`config.mk`:
```
export PLATFORM = sky130hd
export DESIGN_NAME = adc_conv_seq
export DESIGN_NICKNAME = d
export VERILOG_FILES = /design/src/rtl/adc_seq_pkg.sv /design/src/rtl/adc_seq_regs.sv /design/src/rtl/adc_seq_ctrl.sv /design/src/rtl/adc_conv_seq.sv
export SDC_FILE = /design/constraint.sdc
export NUM_CORES = 1
export LEC_CHECK = 0
export BUFFER_PORTS_ARGS = -buffer_cell sky130_fd_sc_hd__buf_2
export CAP_MARGIN = 20
export CORE_ASPECT_RATIO = 1.25
export CORE_MARGIN = 3
export CORE_UTILIZATION = 30
export CTS_CLUSTER_SIZE = 24
export DETAILED_ROUTE_END_ITERATION = 8
export GPL_ROUTABILITY_DRIVEN = 1
export PLACE_DENSITY_LB_ADDON = 0.08
export SLEW_MARGIN = 20
export SYNTH_ARGS = -nofsm -noshare
export SYNTH_HDL_FRONTEND = slang
export SYNTH_SLANG_ARGS = --single-unit
```
`constraint.sdc`:
```
create_clock -name clk -period 1.7 [get_ports clk]
set_input_delay 0.34 -clock clk [delete_from_list [all_inputs] [get_ports clk]]
set_output_delay 0.34 -clock clk [all_outputs]
set_load 0.02 [all_outputs]
```
`src/rtl/adc_seq_pkg.sv`:
```
package adc_seq_pkg;
  typedef enum logic [2:0] {
    S_IDLE, S_SETTLE, S_READY, S_SELECT, S_WAITSYNC, S_CONVERT
  } seqState_t;

  typedef struct packed {
    logic loadResult;
    logic clearValid;
  } seqStrobe_t;

  localparam int BIT_EN     = 15;
  localparam int BIT_START  = 7;
  localparam int BIT_EXTREF = 5;
  localparam int BIT_SELLO  = 2;
  localparam int BIT_BYPASS = 1;
  localparam int BIT_SYNC   = 0;
  localparam int BIT_VALID  = 15;
  localparam int BIT_RESLO  = 5;
endpackage

```
`src/rtl/adc_seq_regs.sv`:
```
module adc_seq_regs
  import adc_seq_pkg::*;
#(
  parameter int DATA_W = 16,
  parameter int ADDR_W = 4,
  parameter int RES_W = 10,
  parameter logic [ADDR_W-1:0] CTRL_ADDR = 4'hA,
  parameter logic [ADDR_W-1:0] DATA_ADDR = 4'hB
) (
  input  logic              clk,
  input  logic              rstN,
  input  logic              wrEn,
  input  logic [ADDR_W-1:0] addr,
  input  logic [DATA_W-1:0] wrData,
  input  logic [RES_W-1:0]  sampleIn,
  input  seqStrobe_t        strobe,
  output logic [DATA_W-1:0] rdData,
  output logic              enQ,
  output logic              syncEnQ,
  output logic              startRise,
  output logic [2:0]        selQ,
  output logic              extRefQ,
  output logic              bypassQ,
  output logic              validQ
);
  logic             startQ;
  logic [RES_W-1:0] resultQ;
  logic             wrCtrl;

  assign wrCtrl    = wrEn && (addr == CTRL_ADDR);
  assign startRise = wrCtrl && wrData[BIT_EN] && wrData[BIT_START] && !startQ;

  always_ff @(posedge clk) begin
    if (!rstN) begin
      enQ <= 1'b0; startQ <= 1'b0; extRefQ <= 1'b0;
      selQ <= '0; bypassQ <= 1'b0; syncEnQ <= 1'b0;
    end else if (wrCtrl) begin
      enQ     <= wrData[BIT_EN];
      startQ  <= wrData[BIT_START];
      extRefQ <= wrData[BIT_EXTREF];
      selQ    <= wrData[BIT_SELLO +: 3];
      bypassQ <= wrData[BIT_BYPASS];
      syncEnQ <= wrData[BIT_SYNC];
    end
  end

  always_ff @(posedge clk) begin
    if (!rstN) begin
      validQ  <= 1'b0;
      resultQ <= '0;
    end else if (strobe.loadResult) begin
      validQ  <= 1'b1;
      resultQ <= sampleIn;
    end else if (strobe.clearValid) begin
      validQ  <= 1'b0;
    end
  end

  always_comb begin
    rdData = '0;
    if (addr == CTRL_ADDR) begin
      rdData[BIT_EN]          = enQ;
      rdData[BIT_START]       = startQ;
      rdData[BIT_EXTREF]      = extRefQ;
      rdData[BIT_SELLO +: 3]  = selQ;
      rdData[BIT_BYPASS]      = bypassQ;
      rdData[BIT_SYNC]        = syncEnQ;
    end else if (addr == DATA_ADDR) begin
      rdData[BIT_VALID]           = validQ;
      rdData[BIT_RESLO +: RES_W]  = resultQ;
    end
  end
endmodule

```
`src/rtl/adc_seq_ctrl.sv`:
```
module adc_seq_ctrl
  import adc_seq_pkg::*;
#(
  parameter int SETTLE_CYC = 60,
  parameter int SEL_CYC = 51,
  parameter int CONV_CYC = 102
) (
  input  logic       clk,
  input  logic       rstN,
  input  logic       enQ,
  input  logic       syncEnQ,
  input  logic       startRise,
  input  logic       syncIn,
  output seqState_t  seqState,
  output seqStrobe_t strobe,
  output logic       convDone
);
  localparam int MAX_AB = (SETTLE_CYC > SEL_CYC) ? SETTLE_CYC : SEL_CYC;
  localparam int MAX_LEN = (MAX_AB > CONV_CYC) ? MAX_AB : CONV_CYC;
  localparam int CNT_W = $clog2(MAX_LEN + 1);

  seqState_t  nxtState;
  logic [CNT_W-1:0] phaseCnt;
  logic       pending;
  logic       busy;
  logic       accept;

  assign busy   = (seqState == S_SELECT) || (seqState == S_WAITSYNC) || (seqState == S_CONVERT);
  assign accept = (nxtState == S_SELECT) && (seqState != S_SELECT);

  always_comb begin
    nxtState = seqState;
    strobe   = '0;
    if (!enQ) begin
      nxtState = S_IDLE;
      strobe.clearValid = 1'b1;
    end else begin
      case (seqState)
        S_IDLE:   nxtState = S_SETTLE;
        S_SETTLE: if (phaseCnt == CNT_W'(SETTLE_CYC - 1))
                    nxtState = (pending || startRise) ? S_SELECT : S_READY;
        S_READY:  if (pending || startRise) nxtState = S_SELECT;
        S_SELECT: if (phaseCnt == CNT_W'(SEL_CYC - 1))
                    nxtState = syncEnQ ? S_WAITSYNC : S_CONVERT;
        S_WAITSYNC: if (syncIn) nxtState = S_CONVERT;
        S_CONVERT: if (phaseCnt == CNT_W'(CONV_CYC - 1)) begin
                    nxtState = S_READY;
                    strobe.loadResult = 1'b1;
                  end
        default:  nxtState = S_IDLE;
      endcase
      if (accept) strobe.clearValid = 1'b1;
    end
  end

  always_ff @(posedge clk) begin
    if (!rstN) begin
      seqState <= S_IDLE;
      phaseCnt <= '0;
      pending  <= 1'b0;
      convDone <= 1'b0;
    end else begin
      seqState <= nxtState;
      phaseCnt <= (nxtState != seqState) ? '0 : phaseCnt + 1'b1;
      convDone <= strobe.loadResult;
      if (accept)                  pending <= 1'b0;
      else if (startRise && !busy) pending <= 1'b1;
      else if (!enQ)               pending <= 1'b0;
    end
  end
endmodule

```
`src/rtl/adc_conv_seq.sv`:
```
module adc_conv_seq
  import adc_seq_pkg::*;
#(
  parameter int SETTLE_CYC = 60,
  parameter int SEL_CYC = 51,
  parameter int CONV_CYC = 102,
  parameter int DATA_W = 16,
  parameter int ADDR_W = 4,
  parameter int RES_W = 10
) (
  input  logic              clk,
  input  logic              rstN,
  input  logic              busWrEn,
  input  logic [ADDR_W-1:0] busAddr,
  input  logic [DATA_W-1:0] busWrData,
  output logic [DATA_W-1:0] busRdData,
  input  logic              syncIn,
  input  logic [RES_W-1:0]  sampleIn,
  output logic              adcOn,
  output logic [2:0]        muxSel,
  output logic              extRefSel,
  output logic              refBypass,
  output logic              convDone
);
  seqStrobe_t strobe;
  seqState_t  seqState;
  logic       syncEnQ;
  logic       startRise;
  logic       validQ;

  adc_seq_regs #(
    .DATA_W(DATA_W), .ADDR_W(ADDR_W), .RES_W(RES_W)
  ) u_regs (
    .clk(clk), .rstN(rstN), .wrEn(busWrEn), .addr(busAddr), .wrData(busWrData),
    .sampleIn(sampleIn), .strobe(strobe), .rdData(busRdData), .enQ(adcOn),
    .syncEnQ(syncEnQ), .startRise(startRise), .selQ(muxSel), .extRefQ(extRefSel),
    .bypassQ(refBypass), .validQ(validQ)
  );

  adc_seq_ctrl #(
    .SETTLE_CYC(SETTLE_CYC), .SEL_CYC(SEL_CYC), .CONV_CYC(CONV_CYC)
  ) u_ctrl (
    .clk(clk), .rstN(rstN), .enQ(adcOn), .syncEnQ(syncEnQ), .startRise(startRise),
    .syncIn(syncIn), .seqState(seqState), .strobe(strobe), .convDone(convDone)
  );
endmodule

```
==> flow_metrics.py <==
metrics = {
    "detailed_routing": {
        "first_pass_iters": 4,
        "avgViaCountPerCell": 4.83,
        "post_drt_wl_per_cell_um": 12.8,
        "drc": 0,
        "drt_iter0_markers": 53,
        "wl_um": 4040,
        "vias": 1526,
        "ant_nets": 0,
    },
    "global_route": {
        "use_met2": 0.225,
        "grt-busiest-layer": "met2",
        "use_met1": 0.159,
        "use_met3": 0.0398,
        "grt-ovfl-total": 0,
        "antenna_found_initial": 0,
        "grt_pass1_vias": 1472,
        "grt_pass1_wl_um": 6680,
        "grtUsageTotal": 0.133,
        "grt_max_degree": 22,
    },
    "run_status": {
        "status": "completed",
    },
    "critical_path": {
        "rrSetupSlack_ns": 0.10,
        "cp.arrival_ns": 1.80,
        "start_kind": "flip-flop",
        "r2r_start": "u_ctrl.phaseCnt[0]",
        "path_max_fanout": 7,
        "criticalPathCategory": "reg2reg",
        "startpoint": "u_ctrl.phaseCnt[0]",
        "crit_required_ns": 1.90,
        "critPathCaptureType": "flip-flop",
    },
    "synthesis": {
        "ys_ff_latch": 31,
        "netlist_area_um2": 1640,
        "ys.flop_type": "dfxtp_1",
        "yosysWarnings": 0,
        "ys_types": 42,
        "syn_area_per_cell_um2": 8.51,
        "synth_top_area_share": 0.378,
        "synth_area_leaders": "dfxtp_1 (38%), nand2_1 (8.5%), mux2i_1 (7.9%), and2_1 (5.7%), a21oi_1 (4.3%)",
        "synth_edf_count": 0,
        "synth_top_area_cell": "dfxtp_1",
        "ys_async_sr_fraction": 0,
        "syn_inst": 193,
        "ys_seq_area_frac": 0.378,
        "synth_nets": 230,
    },
    "timing": {
        "tightest_slew_ns": 0.307,
        "slew_headroom": 0.795,
        "min_period_ns": 1.60,
        "finalMaxSlewViolations": 0,
        "skew_ns": 0.00329,
        "hold_slack_ns": 0.296,
        "hold_violations": 0,
        "rsz0062_at_grt": "no",
        "setup_viol": 0,
        "fin_crit_sh": 0.940,
        "fmax_mhz": 626,
        "setup_tns_ns": 0,
    },
    "floorplanning": {
        "die_h_um": 88.7,
        "die_x_um": 72.2,
        "io_pins": 57,
        "rows": 29,
        "fp.coreArea_um2": 5190,
        "die_area_um2": 6410,
        "start_util": 0.317,
    },
    "clock_tree": {
        "clk_latency_ns": 0.28,
        "cts_tree": "done",
        "cts_made_buffers": 5,
        "cts_root_buf": "clkbuf_8",
        "clock_path_buffers": 2,
        "cts_setup_buffers": 0,
        "clk_pin_slew_worst_paths_ns": 0.07,
        "clock-sinks": 31,
        "cts_htree_levels": 2,
    },
    "place": {
        "port_buffers": 48,
        "place_area_um2": 2030,
        "gp_congestion": 0.758,
        "dp_hpwl_um": 3110,
    },
    "finish": {
        "finish.utilization": 0.419,
        "final_common_cell": "buf_2",
        "antenna_cells": 0,
        "fin_area_um2": 2170,
        "nNetsFinal": 290,
        "drive_gt1_frac": 0.354,
        "layout_common_cells": "buf_2 (48), nand2_1 (37), dfxtp_1 (30)",
        "area_growth_pct": 32.4,
        "fillers": 540,
    },
    "flow_run": {
        "drv_cap": 0,
    },
    "hold_path": {
        "min_from": "sampleIn[6]",
        "hp-class": "in2reg",
    },
    "power": {
        "total_power_mw": 1.62,
        "irDropWorstVdd_mv": 0.322,
        "leakagePower_nw": 0.946,
        "power_density_nw_per_um2": 746,
    },
}
-- worst max-delay path: stages, from the launching register on --
cell and delay, ns:
dfxtp_2 0.34, ha_1 0.22, and2_4 0.18, a32o_1 0.26, a22o_4 0.29, a211oi_1 0.22
-- cells in the mapped netlist, types with 3 or more instances --
master and count:
nor2_1 5, buf_2 6, mux2i_1 13, xor2_1 3, nand3_1 11, clkbuf_1 6, nor2b_1 3, inv_1 5
dfxtp_1 31, nand4_1 3, a211oi_1 7, nand2_1 37, a21oi_1 14, and2_1 15, ha_1 3
-- timing repair --
action,CTS,global route
setup endpoints to repair,0,16
endpoints found under the hold margin,0,0
gates resized for setup,0,7
hold buffers,0,0
-- worst paths after layout --
path	endpoint	cells after the start
setup / recovery	u_ctrl.phaseCnt[1]	5
setup reg to reg	u_ctrl.phaseCnt[1]	5
hold / removal	u_regs.resultQ[6]	3
hold reg to reg	u_regs.resultQ[1]	2
-- sequential cells by signal, summed over array words and instances, names as in the netlist --
name             count
u_regs.resultQ      10
u_ctrl.phaseCnt      7
u_ctrl.seqState      3
u_regs.selQ          3
u_ctrl.convDone      1
u_ctrl.pending       1
u_regs.bypassQ       1
u_regs.enQ           1
u_regs.extRefQ       1
u_regs.startQ        1
u_regs.syncEnQ       1
u_regs.validQ        1
-- metrics by stage --
| stage | instances | setup WS, ns |
|---|---|---|
| final | 316 | 0.102 |
| after detailed placement | 308 | 0.0115 |
| after global placement | 308 | 0.0413 |
| after global routing | 316 | 0.0144 |
| after floorplan | 193 | 0.0416 |
| after CTS | 316 | 0.00575 |
-- kinds of logic (layout without fill, tap and decap cells) --
family / count (synthesis) / count (layout) / share of synthesized area
AO/OA/AOI/OAI: 34 / 34 / 0.147
XOR/XNOR: 5 / 5 / 0.0267
adder cells (fa/ha/maj): 3 / 3 / 0.0229
buffers and inverters: 19 / 80 / 0.0579
flip-flops: 31 / 31 / 0.378
multiplexers: 13 / 13 / 0.0792
AND/OR/NAND/NOR: 88 / 88 / 0.289
-- metal layers --
metal	vias to the layer above	share of wire
met3	5	0.057
met4	0	0.012
met2	33	0.50
met5	-	0
met1	701	0.43
li1	787	-
-- area by class of cell --
type | count | area, um2 | area share
clock buffer | 6 | 82.6 | 0.0380
sequential | 31 | 622 | 0.286
clock inverter | 2 | 35.0 | 0.0161
inverter | 6 | 22.5 | 0.0104
multi-input combinational | 143 | 960 | 0.441
timing repair buffer | 66 | 375 | 0.173
tap | 62 | 77.6 | 0.0357
-- report_power, final --
group          total [mW]  internal, mW  switching, mW  leakage (nW)
logic               0.116        0.0566         0.0596         0.635
registers           0.746         0.736         0.0107         0.251
clock network       0.760         0.474          0.286        0.0612
(Power assumes the default switching activity.)
